`config.mk`:
```
export PLATFORM = sky130hd
export DESIGN_NAME = coal_irq_top
export DESIGN_NICKNAME = d
export VERILOG_FILES = /design/src/rtl/coal_pkg.sv /design/src/rtl/coal_rst_sync.sv /design/src/rtl/coal_tick_gen.sv /design/src/rtl/coal_sat_ctr.sv /design/src/rtl/coal_regs.sv /design/src/rtl/coal_irq_top.sv
export SDC_FILE = /design/constraint.sdc
export NUM_CORES = 1
export LEC_CHECK = 0
export CORE_MARGIN = 2
export CORE_UTILIZATION = 50
export CTS_CLUSTER_SIZE = 25
export DETAILED_ROUTE_END_ITERATION = 16
export PLACE_DENSITY = 0.83
export REMOVE_ABC_BUFFERS = 1
export SETUP_SLACK_MARGIN = 0.4
export SLEW_MARGIN = 30
export SYNTH_ARGS = -nofsm -noshare
export SYNTH_HDL_FRONTEND = slang
export SYNTH_SLANG_ARGS = --single-unit
```
`constraint.sdc`:
```
create_clock -name clk -period 2.1 [get_ports clk]
set_input_delay 0.42 -clock clk [delete_from_list [all_inputs] [get_ports clk]]
set_output_delay 0.42 -clock clk [all_outputs]
set_load 0.03 [all_outputs]
```
`src/rtl/coal_pkg.sv`:
```
package coal_pkg;
  localparam int FIELD_W      = 7;
  localparam int CTR_W        = FIELD_W + 1;
  localparam int DATA_W       = 32;
  localparam int OFF_CFG      = 'h00;
  localparam int OFF_STAT     = 'h04;
  localparam int OFF_MASK     = 'h08;
  localparam int CFG_CNT_LSB  = 0;
  localparam int CFG_TIME_LSB = 8;
  localparam int CFG_EN_BIT   = 16;
  localparam int STAT_BIT     = 0;
  localparam int MASK_BIT     = 0;
  localparam int DEF_CNT      = 20;
  localparam int DEF_TIME     = 20;

  typedef struct packed {
    logic               coal_en;
    logic [FIELD_W-1:0] max_time;
    logic [FIELD_W-1:0] max_cnt;
  } coal_cfg_t;
endpackage

```
`src/rtl/coal_rst_sync.sv`:
```
module coal_rst_sync #(
  parameter int STAGES = 2
) (
  input  logic clk,
  input  logic rst_n,
  output logic rst_sync_n
);
  logic [STAGES-1:0] sync_q;

  always_ff @(posedge clk or negedge rst_n) begin
    if (!rst_n) sync_q <= '0;
    else        sync_q <= {sync_q[STAGES-2:0], 1'b1};
  end

  assign rst_sync_n = sync_q[STAGES-1];
endmodule

```
`src/rtl/coal_tick_gen.sv`:
```
module coal_tick_gen #(
  parameter int TICK_CLKS = 2500
) (
  input  logic clk,
  input  logic rst_n,
  input  logic run_i,
  output logic tick_o
);
  generate
    if (TICK_CLKS <= 1) begin : g_direct
      assign tick_o = run_i;
    end else begin : g_count
      localparam int PW = $clog2(TICK_CLKS);
      localparam logic [PW-1:0] LAST = PW'(TICK_CLKS - 1);
      logic [PW-1:0] pre_q, pre_n;

      always_comb begin
        if (!run_i)             pre_n = '0;
        else if (pre_q == LAST) pre_n = '0;
        else                    pre_n = pre_q + 1'b1;
      end

      always_ff @(posedge clk or negedge rst_n) begin
        if (!rst_n) pre_q <= '0;
        else        pre_q <= pre_n;
      end

      assign tick_o = run_i && (pre_q == LAST);
    end
  endgenerate
endmodule

```
`src/rtl/coal_sat_ctr.sv`:
```
module coal_sat_ctr #(
  parameter int W = 8
) (
  input  logic         clk,
  input  logic         rst_n,
  input  logic         clr_i,
  input  logic         load_one_i,
  input  logic         inc_i,
  output logic [W-1:0] cnt_o
);
  localparam logic [W-1:0] TOP = '1;
  logic [W-1:0] cnt_q, cnt_n;

  always_comb begin
    if (clr_i)                       cnt_n = W'(load_one_i);
    else if (inc_i && cnt_q != TOP)  cnt_n = cnt_q + 1'b1;
    else                             cnt_n = cnt_q;
  end

  always_ff @(posedge clk or negedge rst_n) begin
    if (!rst_n) cnt_q <= '0;
    else        cnt_q <= cnt_n;
  end

  assign cnt_o = cnt_q;
endmodule

```
`src/rtl/coal_regs.sv`:
```
module coal_regs
  import coal_pkg::*;
#(
  parameter int ADDR_W = 8
) (
  input  logic              clk,
  input  logic              rst_n,
  input  logic              wr_i,
  input  logic              rd_i,
  input  logic [ADDR_W-1:0] addr_i,
  input  logic [DATA_W-1:0] wdata_i,
  input  logic              fire_i,
  input  logic              imm_i,
  output coal_cfg_t         cfg_o,
  output logic              mask_o,
  output logic              status_o,
  output logic              clr_o,
  output logic [DATA_W-1:0] rdata_o,
  output logic              rvalid_o
);
  localparam logic [ADDR_W-1:0] A_CFG  = ADDR_W'(OFF_CFG);
  localparam logic [ADDR_W-1:0] A_STAT = ADDR_W'(OFF_STAT);
  localparam logic [ADDR_W-1:0] A_MASK = ADDR_W'(OFF_MASK);

  coal_cfg_t         cfg_q, cfg_n;
  logic              mask_q, mask_n;
  logic              stat_q, stat_n;
  logic [DATA_W-1:0] rdata_q, rdata_n, rd_word;
  logic              rvalid_q;

  always_comb begin
    clr_o  = wr_i && (addr_i == A_STAT) && wdata_i[STAT_BIT];
    cfg_n  = cfg_q;
    mask_n = mask_q;
    if (wr_i && addr_i == A_CFG) begin
      cfg_n.coal_en  = wdata_i[CFG_EN_BIT];
      cfg_n.max_time = wdata_i[CFG_TIME_LSB +: FIELD_W];
      cfg_n.max_cnt  = wdata_i[CFG_CNT_LSB +: FIELD_W];
    end
    if (wr_i && addr_i == A_MASK) mask_n = wdata_i[MASK_BIT];
    stat_n = clr_o ? imm_i : (stat_q | fire_i | imm_i);

    rd_word = '0;
    case (addr_i)
      A_CFG: begin
        rd_word[CFG_EN_BIT]                  = cfg_q.coal_en;
        rd_word[CFG_TIME_LSB +: FIELD_W]     = cfg_q.max_time;
        rd_word[CFG_CNT_LSB +: FIELD_W]      = cfg_q.max_cnt;
      end
      A_STAT:  rd_word[STAT_BIT] = stat_q;
      A_MASK:  rd_word[MASK_BIT] = mask_q;
      default: rd_word = '0;
    endcase
    rdata_n = rd_i ? rd_word : rdata_q;
  end

  always_ff @(posedge clk or negedge rst_n) begin
    if (!rst_n) begin
      cfg_q.coal_en  <= 1'b1;
      cfg_q.max_time <= FIELD_W'(DEF_TIME);
      cfg_q.max_cnt  <= FIELD_W'(DEF_CNT);
      mask_q         <= 1'b0;
      stat_q         <= 1'b0;
      rdata_q        <= '0;
      rvalid_q       <= 1'b0;
    end else begin
      cfg_q    <= cfg_n;
      mask_q   <= mask_n;
      stat_q   <= stat_n;
      rdata_q  <= rdata_n;
      rvalid_q <= rd_i;
    end
  end

  assign cfg_o    = cfg_q;
  assign mask_o   = mask_q;
  assign status_o = stat_q;
  assign rdata_o  = rdata_q;
  assign rvalid_o = rvalid_q;
endmodule

```
`src/rtl/coal_irq_top.sv`:
```
module coal_irq_top
  import coal_pkg::*;
#(
  parameter int ADDR_W    = 8,
  parameter int TICK_CLKS = 2500
) (
  input  logic              clk,
  input  logic              rst_n,
  input  logic              done_i,
  input  logic              reg_wr_i,
  input  logic              reg_rd_i,
  input  logic [ADDR_W-1:0] reg_addr_i,
  input  logic [31:0]       reg_wdata_i,
  output logic [31:0]       reg_rdata_o,
  output logic              reg_rvalid_o,
  output logic              irq_o
);
  logic             rst_sync_n;
  coal_cfg_t        cfg;
  logic             mask, status, clr, fire, imm, tick, run;
  logic [CTR_W-1:0] pend_cnt, time_cnt;

  coal_rst_sync #(.STAGES(2)) u_rst (
    .clk(clk), .rst_n(rst_n), .rst_sync_n(rst_sync_n)
  );

  assign run = (pend_cnt != '0) && !clr;

  coal_tick_gen #(.TICK_CLKS(TICK_CLKS)) u_tick (
    .clk(clk), .rst_n(rst_sync_n), .run_i(run), .tick_o(tick)
  );

  coal_sat_ctr #(.W(CTR_W)) u_pend (
    .clk(clk), .rst_n(rst_sync_n), .clr_i(clr), .load_one_i(done_i),
    .inc_i(done_i), .cnt_o(pend_cnt)
  );

  coal_sat_ctr #(.W(CTR_W)) u_time (
    .clk(clk), .rst_n(rst_sync_n), .clr_i(clr), .load_one_i(1'b0),
    .inc_i(tick), .cnt_o(time_cnt)
  );

  always_comb begin
    imm  = !cfg.coal_en && done_i;
    fire = cfg.coal_en &&
           ((pend_cnt > {1'b0, cfg.max_cnt}) || (time_cnt > {1'b0, cfg.max_time}));
  end

  coal_regs #(.ADDR_W(ADDR_W)) u_regs (
    .clk(clk), .rst_n(rst_sync_n), .wr_i(reg_wr_i), .rd_i(reg_rd_i),
    .addr_i(reg_addr_i), .wdata_i(reg_wdata_i), .fire_i(fire), .imm_i(imm),
    .cfg_o(cfg), .mask_o(mask), .status_o(status), .clr_o(clr),
    .rdata_o(reg_rdata_o), .rvalid_o(reg_rvalid_o)
  );

  assign irq_o = status && mask;
endmodule

```
# Yosys cells after proc, flatten, opt, wreduce, memory -nomap -nowiden

Index checks and enable logic that the tools add are counted.

Output and inout bits: 34
Register bits: 63
Logic and storage cells: 52
Input port bits: 45

Add/subtract/negate cells: 3
Order comparisons: 2
Bitwise gates (word level): 2
Multiplexer cells: 11
Eq/ne operators: 5
Reductions and logical operators: 18

Operators with widths:

| kind                                          | count |
|---|---|
| 2-to-1 mux 8 bit                              | 4 |
| 2-to-1 mux 12 bit                             | 2 |
| adder 8 x 1 -> 8 bit, second input constant   | 2 |
| > comparator 8 x 7 -> 1 bit                   | 2 |
| inequality test 8 bit, second input constant  | 2 |
| adder 12 x 1 -> 12 bit, second input constant | 1 |
| == test 12 bit, second input constant         | 1 |
| logical AND 1 bit                             | 11 |
| == test 8 x 3 -> 1 bit, second input constant | 1 |
| == test 8 x 4 -> 1 bit, second input constant | 1 |
| logical NOT 8 bit                             | 1 |
| nonzero test 8 bit                            | 1 |
| 2-to-1 mux 7 bit                              | 1 |
| 2-to-1 mux 6 bit                              | 1 |
| nonzero test 2 bit                            | 2 |
| case mux 1 bit (3 select lines)               | 1 |
| logical NOT 1 bit                             | 2 |
| 2-to-1 mux 1 bit                              | 2 |
| OR 1 bit                                      | 2 |
| logical OR 1 bit                              | 1 |

# Logic depth before layout (Yosys ltp)

Gate-level depths: netlist of the first run.

Word-level depth: 9
Gate-level depth with buffers: 8
Gate-level depth less buffers: 7

# Modules after synthesis

A second synthesis of the first run with hierarchy kept.

Cell total of the unflattened synthesis: 360
Area total of the unflattened synthesis: 3594.7 um2

By module, submodules not included:

| module        | seq. area each (um2) | area each (um2) | cells each | times used |
|---|---|---|---|---|
| coal_regs     | 832.0                | 1535.2          | 130        | 1 |
| coal_sat_ctr  | 200.2                | 489.2           | 54         | 2 |
| coal_tick_gen | 300.3                | 620.6           | 61         | 1 |
| coal_irq_top  | 0.0                  | 406.6           | 58         | 1 |
| coal_rst_sync | 50.0                 | 53.8            | 3          | 1 |

# Worst setup path before layout of the first run

OpenSTA, ideal clock, no wires.

Path type: register to register
Start: reg u_tick.g_count.pre_q[9]
End: reg u_time.cnt_q[6] (netlist: u_time.cnt_o[6])
Period minus slack after synthesis: 1903 ps
Setup time: 78 ps
Data required time: 2022 ps
Arrival: 1824 ps
Path buffers: 0
Cell stages (with the launch flop): 6
Setup slack: 197 ps
Cell sequence: dfrtp_1 > or4b_4 > nor3_4 > nand4_2 > or3_1 > a21oi_1

Longest elaborated chain between the ends: 4

Ends and longest elaborated chain:

| what                                | RTL line            | source |
|---|---|---|
| start: declaration                  | coal_tick_gen.sv:15 | `logic [PW-1:0] pre_q, pre_n;` |
| start signal: assignment            | coal_tick_gen.sv:25 | `else pre_q <= pre_n;` |
| == test 12 bit                      | coal_tick_gen.sv:28 | `assign tick_o = run_i && (pre_q == LAST);` |
| logical AND 1 bit                   | coal_tick_gen.sv:28 |  |
| logical AND 1 bit                   | coal_sat_ctr.sv:16  | `else if (inc_i && cnt_q != TOP) cnt_n = cnt_q + 1'b1;` |
| nonzero test 2 bit (no source line) | n/a                 |  |
| end signal: assignment              | coal_sat_ctr.sv:22  | `else cnt_q <= cnt_n;` |
| end: declaration                    | coal_sat_ctr.sv:12  | `logic [W-1:0] cnt_q, cnt_n;` |

Every way passes these cells.
A chain may end at the register's enable or synchronous reset.

# Worst setup path in the final report of the first run

Start: reg u_tick.g_count.pre_q[4]
End: reg u_time.cnt_q[5] (netlist: u_time.cnt_o[5])

Same word-level chain as after synthesis.

==> impl_metrics.json, run 1 <==
{
  "critPathBufInv": 0,
  "ys_seq_elements": 63,
  "cpMaxStageDelayCell": "or4b_4",
  "dp_hpwl_um": 4830,
  "final_hold_viol_count": 0,
  "internal_power_mw": 2.27,
  "routed-via-count": 2612,
  "setup_viol": 0,
  "reg2reg_depth": 5,
  "status": "completed",
  "p_sw_share_pct": 30.6,
  "clockBufferDepth": 2,
  "drive_above_1_share_pct": 18.4,
  "reg2reg_slack_ps": 200,
  "die_area_sq_mm": 0.00729,
  "hold_ws_ps": 180,
  "critPathKind": "flip-flop to flip-flop",
  "htreeDepth": 3,
  "drt_iter0_drc": 186,
  "critical_path_arrival_ps": 2180,
  "nets": 470,
  "drc": 0,
  "path_max_fanout": 4,
  "startpoint": "u_tick.g_count.pre_q[4]",
  "leakage_nw": 2.06,
  "cts.sinks": 63,
  "clkTransAtPathRegs_ps": 70,
  "grt_setup_unrepaired": "true",
  "synth.yosys.warnings": 0,
  "critPathLaunchType": "flip-flop",
  "r2r-start": "u_tick.g_count.pre_q[4]",
  "max-cap-violations": 0,
  "grtUsageMet1_pct": 26.5,
  "area_growth_pct": 28.0,
  "power_mw": 3.27,
  "r2r_end": "u_time.cnt_o[5]",
  "critPathTopFamily": "simple AND/OR/NAND/NOR gates",
  "cp.depth": 5,
  "fin_ws_ps": 197,
  "finalClockSkew_ps": 7.53,
  "postSynthCellCount": 334,
  "num_rows": 29,
  "max_stage_delay_ps": 550,
  "die_w_um": 85.4,
  "crit_chain": "or4b_4 -> nor3_4 -> nand4_2 -> or4_1 -> nand2_1",
  "grt_pass1_wl_um": 12400,
  "root_buffer": "clkbuf_8",
  "synthDistinctLibCells": 43,
  "powerDensity_mw_per_mm2": 771,
  "required_ps": 2380,
  "nFillCells": 486,
  "ios": 79,
  "numPortBuffers": 44,
  "place_area_sq_mm": 0.00389,
  "hp-class": "flip-flop to async pin",
  "grt_busiest_layer": "met2",
  "final.min_clock_period_ps": 1900,
  "endpoint": "u_time.cnt_o[5]",
  "grt_max_degree": 47,
  "grt.met2_usage_pct": 36.4,
  "grtUsageTotal_pct": 21.3,
  "slew_viol_final": 0,
  "synth_edf_count": 0,
  "numCtsBuffers": 9,
  "num_antenna_cells": 0,
  "antenna_found_initial": 0,
  "dr.pass1.iters": 5,
  "end_kind": "flip-flop",
  "syn_avg_cell_area_sq_um": 9.92,
  "initial_core_util_pct": 51.9,
  "p_switching_uw": 999,
  "drt-wirelength-per-cell_um": 14.2,
  "ant_nets": 0,
  "place.gp.congestion": 0.823,
  "synthFlopType": "dfrtp_1",
  "pwr-share-comb_pct": 22.4,
  "power.share.clock_pct": 31.0,
  "coreArea_sq_mm": 0.00639,
  "stdcell_area_sq_mm": 0.00424,
  "routed_wirelength_um": 6940,
  "grt_use_met3_pct": 6.13,
  "vdd_drop_max_mv": 0.570,
  "grt_pass1_vias": 2693,
  "grt_overflow_total": 0,
  "setup_tns_ps": 0,
  "clock.fmax_mhz": 525,
  "clk_latency_ps": 340,
  "yosysSeqAreaShare_pct": 47.8,
  "period_share_pct": 90.6,
  "ys_async_sr_fraction_pct": 100,
  "netlist_area_sq_mm": 0.00331,
  "die_y_um": 85.4,
  "power_frac_seq_pct": 46.6,
  "routed_via_density": 5.34,
  "dp_slack_ps": -45.9,
  "cts_tree": "built"
}
-- synthesized netlist by cell type, drive strengths merged, types with 3 or more instances --
cell type  number  area [sq um]
o21ai          24           120
nand2          30           113
xnor2           5          43.8
nand3          12          65.1
nor2b           3          18.8
o211ai          3          22.5
nor2           25          93.8
dfrtp          58          1450
or3             5          31.3
ha             18           225
and3            9          56.3
xor2           11          96.3
buf            18           133
clkbuf          6          22.5
dfstp           5           131
inv            33           124
nand4          11          81.3
a211oi          4          30.0
mux2           16           180
a21oi          12          60.1
-- flip-flops by register name, summed over array words and instances, names as in the netlist --
| register | flops |
|---|---|
| u_rst.sync_q | 2 |
| u_regs.rdata_o | 15 |
| u_regs.cfg_o | 15 |
| u_regs.status_o | 1 |
| u_tick.g_count.pre_q | 12 |
| u_pend.cnt_o | 8 |
| u_time.cnt_o | 8 |
| u_regs.mask_o | 1 |
| u_regs.rvalid_o | 1 |
-- cell type report --
class | instances | area [sq um] | area share (%)
Sequential cell | 63 | 1590 | 37.4
Multi-Input combinational cell | 230 | 1600 | 37.6
Timing Repair Buffer | 70 | 649 | 15.3
Inverter | 33 | 124 | 2.92
Clock inverter | 4 | 45.0 | 1.06
Clock buffer | 12 | 145 | 3.42
Tap cell | 77 | 96.3 | 2.27
-- worst min path at each step --
| stage | slack [ps] | end | start |
|---|---|---|---|
| finish | 180 | u_regs.rdata_o[2] | u_rst.sync_q[1] |
| global route | 210 | u_regs.rdata_o[2] | u_rst.sync_q[1] |
| CTS | 200 | u_regs.rdata_o[2] | u_rst.sync_q[1] |
| detailed placement | 190 | u_regs.rdata_o[2] | u_rst.sync_q[1] |
| global placement | 180 | u_regs.rdata_o[2] | u_rst.sync_q[1] |
| floorplan | 120 | u_rst.sync_q[0] | rst_n |
-- routing by layer --
layer | vias to the layer above | part of all wire, %
met4 | 0 | 0.94
li1 | 1259 | -
met2 | 70 | 52
met1 | 1277 | 43
met5 | - | 0
met3 | 6 | 4.7
-- cells by family (layout without fill, tap and decap cells) --
| family | after synthesis | in the layout | share of synthesized area, % |
|---|---|---|---|
| AO/OA/AOI/OAI | 48 | 48 | 8.08 |
| AND/OR/NAND/NOR | 112 | 112 | 18.4 |
| buffers and inverters | 57 | 119 | 8.42 |
| adder cells (fa/ha/maj) | 18 | 18 | 6.80 |
| flip-flops | 63 | 63 | 47.8 |
| multiplexers | 18 | 18 | 6.04 |
| XOR/XNOR | 16 | 16 | 4.23 |
| other | 2 | 18 | 0.227 |
-- stage by stage --
stage | std cells | utilization (%)
after CTS | 488 | 65.5
after global placement | 463 | 60.9
after detailed placement | 463 | 60.9
after floorplan | 326 | -
after global routing | 489 | 66.4
final | 489 | 66.4
-- what timing repair did --
action,in CTS,in global routing
gates resized for setup,36,14
setup buffers,8,1
hold buffers,0,0
setup endpoints to repair,51,43
cloned,1,0
pin swaps,15,5
-- power by group through the flow --
stage / Combinational, mW / Clock, mW / Sequential [mW]
after floorplan: 0.453 / 0 / 1.50
after global placement: 0.625 / 0 / 1.53
after detailed placement: 0.666 / 0 / 1.54
after CTS: 0.697 / 1.04 / 1.51
after global routing: 0.816 / 1.11 / 1.54
final: 0.733 / 1.01 / 1.52
-- cells in the final DEF, fill, tap and decap left out, types with 4 or more instances in the layout --
cell / count
a21oi_1: 12
and3_1: 9
buf_4: 19
buf_6: 4
clkbuf_8: 10
clkdlybuf4s50_1: 23
conb_1: 18
dfrtp_1: 56
dfstp_2: 5
dlygate4sd2_1: 19
ha_1: 18
inv_1: 32
mux2_1: 4
mux2_2: 11
nand2_1: 29
nand3_1: 11
nand4_1: 9
nor2_1: 24
o21ai_0: 21
or3_1: 5
xor2_1: 11
No activity file was read; power rests on OpenSTA's default activity.
==> run 2, diff against run 1 <==
--- a/config.mk
+++ b/config.mk
@@ -5,11 +5,12 @@
 export SDC_FILE = /design/constraint.sdc
 export NUM_CORES = 1
 export LEC_CHECK = 0
+export ABC_AREA = 1
 export CORE_MARGIN = 2
-export CORE_UTILIZATION = 50
+export CORE_UTILIZATION = 51
 export CTS_CLUSTER_SIZE = 25
 export DETAILED_ROUTE_END_ITERATION = 16
-export PLACE_DENSITY = 0.83
+export PLACE_DENSITY = 0.84
 export REMOVE_ABC_BUFFERS = 1
 export SETUP_SLACK_MARGIN = 0.4
 export SLEW_MARGIN = 30
==> run 2 against run 1 <==
  * Design area shrank 0.83%
  * Non-clock buffer count shrank 18
  * Count of clock-buffer cells in the layout is the same
  * Sequential power is essentially flat
  * Clock skew grew 8.8 ps
  * Utilization shrank 3.5 points
  * Synthesized cell count grew 20%
  * Critical endpoint is now u_regs.mask_o
  * Largest cell class unchanged
  * Highest routed layer unchanged
==> impl_metrics.json, run 2 <==
{
  "status": "completed",
  "synth.most_common_cell": "nand2_1",
  "drc": 0,
  "mostFrequentLayoutCells": "nand2_1, dfrtp_1, inv_1, nor2_1",
  "dr.pass1.iters": 4,
  "end_kind": "flip-flop",
  "initial_core_util_pct": 52.0,
  "powerDensity_mw_per_mm2": 795,
  "wl_met2_um": 3660,
  "nFillCells": 550,
  "grt_overflow_total": 0,
  "routed_wirelength_um": 7030,
  "r2r-start": "u_regs.cfg_o[4]",
  "root_buffer": "clkbuf_8",
  "yosysSeqAreaShare_pct": 45.6,
  "place_inst": 520,
  "routed_via_density": 5.20,
  "ant_nets": 0,
  "nets": 516,
  "dp_hpwl_um": 4920,
  "final_hold_viol_count": 0,
  "synth_top_cell_by_area": "dfrtp_1",
  "hp-class": "input port to async pin",
  "fin_ws_ps": 479,
  "grt_pass1_vias": 2707,
  "ys_seq_elements": 63,
  "drt-wirelength-per-cell_um": 13.1,
  "die_y_um": 86.5,
  "required_ps": 2350,
  "drt_iter0_drc": 152,
  "grtUsageTotal_pct": 20.4,
  "ys_async_sr_fraction_pct": 100,
  "place.gp.congestion": 0.857,
  "met1_length_um": 3030,
  "clkTransAtPathRegs_ps": 70,
  "tightest_slew_ps": 650,
  "numCtsBuffers": 9,
  "num_rows": 30,
  "finalClockSkew_ps": 16.4,
  "postSynthCellCount": 400,
  "grt_setup_unrepaired": "true",
  "reg2reg_slack_ps": 500,
  "path_max_fanout": 3,
  "ios": 79,
  "dp_slack_ps": 106,
  "critical_path_arrival_ps": 1870,
  "netlist_area_sq_mm": 0.00347,
  "wl_met3_um": 236,
  "numPortBuffers": 44,
  "clk_latency_ps": 340,
  "vdd_drop_max_mv": 0.427,
  "synth_edf_count": 0,
  "period_share_pct": 77.2,
  "num_antenna_cells": 0,
  "antenna_found_initial": 0,
  "max-cap-violations": 0,
  "synthFlopType": "dfrtp_1",
  "r2r_end": "u_regs.status_o",
  "critPathKind": "input port to flip-flop",
  "clockBufferDepth": 2,
  "synthTopCellsByArea": "dfrtp_1, nand2_1, ha_1",
  "layoutNonFillerInstCount": 538,
  "ys_top_cells_by_count": "nand2_1, dfrtp_1, nor2_1",
  "setup_viol": 0,
  "grt_pass1_wl_um": 12000,
  "synthDistinctLibCells": 40,
  "slew_viol_final": 0,
  "cts_tree": "built",
  "die_w_um": 86.5,
  "die_area_sq_mm": 0.00748,
  "htreeDepth": 3,
  "final_common_cell": "nand2_1",
  "area_growth_pct": 21.1,
  "routed-via-count": 2797,
  "drive_above_1_share_pct": 14.8,
  "dr.max_layer_used": "met4",
  "grt_max_degree": 33,
  "critPathLaunchType": "input port",
  "final.min_clock_period_ps": 1620,
  "final_util_pct": 62.9,
  "clock.fmax_mhz": 617,
  "maxSlewHeadroom_pct": 56.7,
  "leakage_nw": 2.19,
  "synth.yosys.warnings": 0,
  "synth_top_area_share_pct": 41.8,
  "cts.sinks": 63,
  "coreArea_sq_mm": 0.00668,
  "reg2reg_depth": 11,
  "setup_tns_ps": 0,
  "syn_avg_cell_area_sq_um": 8.68
}
==> run 2: cell types whose count changed after synthesis, sizes merged, moves of 15 or more <==
cell | previous run | this run
nor2 | 25 | 50
o21ai | 24 | 7
nand2 | 30 | 81
mux2 | 16 | 0
a21oi | 12 | 27
==> run 2: worst max-delay path: stages <==
cell	delay, ps
clkdlybuf4s50_1	410
nor2_2	160
inv_1	110
nor4_1	470
a21oi_1	150
a31oi_1	160
==> run 2: kinds of logic (layout without fill, tap and decap cells) <==
family                   count (synthesis)  in the layout  synth area share, %
adder cells (fa/ha/maj)                 18             18                 6.49
buffers and inverters                   74            116                 10.4
AND/OR/NAND/NOR                        180            180                 24.4
XOR/XNOR                                11             11                 2.77
other                                    2             18                0.216
flip-flops                              63             63                 45.6
AO/OA/AOI/OAI                           52             52                 10.1
==> run 2: power by group <==
part / internal, mW / switching [mW] / leakage (nW)
Combinational: 0.271 / 0.415 / 1.31
Sequential: 1.36 / 0.169 / 0.767
Clock: 0.666 / 0.465 / 0.104
Total: 2.30 / 1.05 / 2.19
==> run 2: worst max-delay path by stage <==
stage	startpoint	end	slack (ps)	depth (start not counted)
2_1_floorplan	u_rst.sync_q[1]	u_pend.cnt_o[0]	220	0
3_5_place_dp	reg_addr_i[1]	u_regs.cfg_o[5]	110	8
5_1_grt	reg_addr_i[5]	u_regs.rdata_o[16]	390	7
3_3_place_gp	reg_addr_i[1]	u_regs.cfg_o[10]	190	8
6_report	reg_addr_i[1]	u_regs.mask_o	480	6
4_1_cts	u_regs.cfg_o[11]	u_regs.status_o	430	11
==> run 2: cell type report <==
class                   count  area (sq um)  area share (%)
well taps                  80           100            2.38
multi-input cells         279          1620            38.5
repair buffers             52           508            12.1
flip-flops and latches     63          1590            37.7
clock buffers              12           135            3.21
inverters                  48           186            4.43
clock inverters             4          70.1            1.67
==> run 2: repair_timing <==
item,in CTS,in global routing
hold buffers,0,0
setup buffers,0,2
endpoints found under the setup margin,17,26
resized for setup,17,15
endpoints found under the hold margin,0,0
pin swaps,0,5
==> run 2: through the flow <==
stage,hold slack [ps],instance area [sq um],power [mW]
finish,258,4210,3.34
CTS,245,4150,3.35
detailed placement,328,3970,2.20
global route,242,4210,3.56
global placement,322,3970,2.17
floorplan,124,3350,1.99
==> run 2: per-layer routing <==
| metal | global-route usage [%] | vias to the layer above |
|---|---|---|
| met5 | 0 | - |
| met4 | 8.66 | 0 |
| met3 | 2.95 | 10 |
| met2 | 36.4 | 61 |
| met1 | 24.5 | 1352 |
| li1 | - | 1374 |
==> run 3, diff against run 2 <==
--- a/config.mk
+++ b/config.mk
@@ -7,10 +7,10 @@
 export LEC_CHECK = 0
 export ABC_AREA = 1
 export CORE_MARGIN = 2
-export CORE_UTILIZATION = 51
+export CORE_UTILIZATION = 46
 export CTS_CLUSTER_SIZE = 25
 export DETAILED_ROUTE_END_ITERATION = 16
-export PLACE_DENSITY = 0.84
+export PLACE_DENSITY = 0.8
 export REMOVE_ABC_BUFFERS = 1
 export SETUP_SLACK_MARGIN = 0.4
 export SLEW_MARGIN = 30
==> constraint.sdc (replaced) <==
create_clock -name clk -period 1.45 [get_ports clk]
set_input_delay 0.29 -clock clk [delete_from_list [all_inputs] [get_ports clk]]
set_output_delay 0.29 -clock clk [all_outputs]
set_load 0.03 [all_outputs]
==> run 3 against run 2 <==
  * The run now ends with setup timing left
  * Register-to-register slack lost 1000 ps
  * Die area grew 10%
  * Worst setup slack lost 990 ps
  * Largest cell class unchanged
  * Sequential share of layout area shrank 9.8 points
  * Critical endpoint is now u_regs.status_o
  * Utilization grew 15 points
==> impl_metrics.json, run 3 (same netlist as run 2, synthesis figures left out) <==
{
  "htreeDepth": 3,
  "ios": 79,
  "dr.pass1.iters": 5,
  "clkTransAtPathRegs_ps": 70,
  "crit_chain": "inv_1 -> ha_1 -> nand2_2 -> inv_2 -> nand2_1 -> nand2_1 -> nand2_1 -> nand2_1 -> nand2_1 -> nand2_1 -> nand2_1 -> nand2_1 -> nand2_1 -> nand2_1",
  "max_stage_delay_ps": 390,
  "cts_tree": "built",
  "grt_setup_unrepaired": "true",
  "grt_pass1_vias": 3330,
  "nets": 593,
  "internal_power_mw": 3.84,
  "grt_max_degree": 62,
  "coreArea_sq_mm": 0.00729,
  "drt_iter0_drc": 240,
  "p_switching_mw": 2.13,
  "power_frac_seq_pct": 37.8,
  "num_antenna_cells": 0,
  "cpMaxStageDelayCell": "dfrtp_1",
  "required_ps": 1690,
  "place_inst": 574,
  "r2r_end": "u_regs.status_o",
  "leakage_nw": 2.71,
  "grt_pass1_wl_um": 15600,
  "final_hold_viol_count": 0,
  "layoutNonFillerInstCount": 634,
  "setup_viol": 20,
  "max-cap-violations": 0,
  "critical_path_arrival_ps": 2200,
  "root_buffer": "clkbuf_8",
  "final.min_clock_period_ps": 1960,
  "numCtsBuffers": 9,
  "critPathLaunchType": "flip-flop",
  "vdd_drop_max_mv": 1.25,
  "grt_overflow_total": 0,
  "critPathKind": "flip-flop to flip-flop",
  "power.share.clock_pct": 28.6,
  "ant_nets": 0,
  "area_growth_pct": 64.0,
  "routed_via_density": 5.51,
  "clockBufferDepth": 2,
  "drive_above_1_share_pct": 50.7,
  "num_rows": 31,
  "wl_met3_um": 585,
  "clk_latency_ps": 360,
  "critPathTopFamily": "simple AND/OR/NAND/NOR gates",
  "fin_ws_ps": -513,
  "die_w_um": 90.9,
  "powerDensity_mw_per_mm2": 1050,
  "routed_wirelength_um": 12400,
  "die_y_um": 90.9,
  "p_sw_share_pct": 35.7,
  "nFillCells": 384,
  "stdcell_area_sq_mm": 0.00569,
  "cts.sinks": 63,
  "finalClockSkew_ps": 12.5,
  "reg2reg_depth": 14,
  "dp_hpwl_um": 5600,
  "antenna_found_initial": 0,
  "status": "finished with violations",
  "pwr-share-comb_pct": 33.6,
  "routed-via-count": 3492,
  "place.gp.congestion": 0.872,
  "final_common_cell": "nand2_1",
  "clock.fmax_mhz": 510,
  "critPathBufInv": 2,
  "place_area_sq_mm": 0.00427,
  "slew_viol_final": 0,
  "dr.max_layer_used": "met4",
  "period_share_pct": 135,
  "hp-class": "input port to async pin",
  "met1_length_um": 4430,
  "drt-wirelength-per-cell_um": 19.6,
  "violations": "setup timing",
  "hold_ws_ps": 94.2,
  "wl_met2_um": 6690,
  "mostFrequentLayoutCells": "nand2_1, buf_4, dfrtp_1",
  "end_kind": "flip-flop",
  "initial_core_util_pct": 47.6,
  "path_max_fanout": 3,
  "numPortBuffers": 44,
  "cp_common_cell": "nand2_1",
  "r2r-start": "u_regs.cfg_o[3]",
  "drc": 0,
  "die_area_sq_mm": 0.00826,
  "grtUsageTotal_pct": 23.7,
  "cp.depth": 14,
  "reg2reg_slack_ps": -510
}
==> run 3: cell types whose count changed in the layout (fill, tap and decap cells not counted), moves of 9 or more <==
cell	change
a21oi_1	-18
a21oi_2	+14
buf_4	+49
buf_6	+43
dlygate4sd2_1	-15
inv_1	-9
nand2_1	-20
nand2_2	+15
nor2_1	-23
nor2_4	+23
o31ai_4	+12
==> run 3: power by group through the flow <==
stage                     Combinational (mW)  Clock [mW]  Sequential (mW)
final                                   2.01        1.71             2.26
after global routing                    2.14        1.81             2.27
after CTS                               1.58        1.68             2.19
after detailed placement                1.15           0             2.19
after global placement                  1.10           0             2.17
after floorplan                        0.696           0             2.18
==> run 3: cell type report <==
type,instances,area [sq um],area share (%)
clock buffers,10,128,2.24
clock inverters,6,85.1,1.49
inverters,48,209,3.67
multi-input cells,280,2300,40.5
flip-flops and latches,63,1590,27.9
well taps,99,124,2.18
repair buffers,127,1240,21.8
repair inverters,1,16.3,0.286
==> run 3: timing repair <==
item                                    CTS  global route
resized for setup                       254           100
pin swaps                                31            40
hold buffers                              0             0
setup buffers                            22            17
endpoints found under the setup margin   77            74
cloned                                    2             3
==> run 3: worst max-delay path by stage <==
stage | startpoint | endpoint
detailed placement | reg_addr_i[5] | u_time.cnt_o[1]
global route | u_regs.cfg_o[3] | u_regs.status_o
floorplan | u_rst.sync_q[1] | u_pend.cnt_o[0]
CTS | u_regs.cfg_o[11] | u_regs.status_o
global placement | reg_addr_i[2] | u_time.cnt_o[7]
finish | u_regs.cfg_o[3] | u_regs.status_o
==> run 3: stage by stage <==
| step | utilization, % | TNS [ps] | worst slack, ps | power, mW |
|---|---|---|---|---|
| floorplan | - | -25620 | -425 | 2.88 |
| global placement | 58.5 | -14960 | -328 | 3.27 |
| detailed placement | 58.5 | -17320 | -372 | 3.34 |
| CTS | 69.3 | -327 | -128 | 5.45 |
| global route | 78.1 | -3240 | -536 | 6.22 |
| finish | 78.1 | -1800 | -513 | 5.98 |
==> run 3: worst register-to-register path: cells and delay by family, from the launching register on <==
kind                       cells  cell delay (ps)
adders and majority gates      1              300
and+or+nand+nor               11              960
buffers and inverters          2              190
DFF                            1              390
==> run 3: routing by layer <==
layer | GRT usage [%] | up-vias
li1 | - | 1530
met1 | 26.9 | 1744
met2 | 42.2 | 157
met3 | 3.84 | 61
met4 | 13.0 | 0
met5 | 0 | -
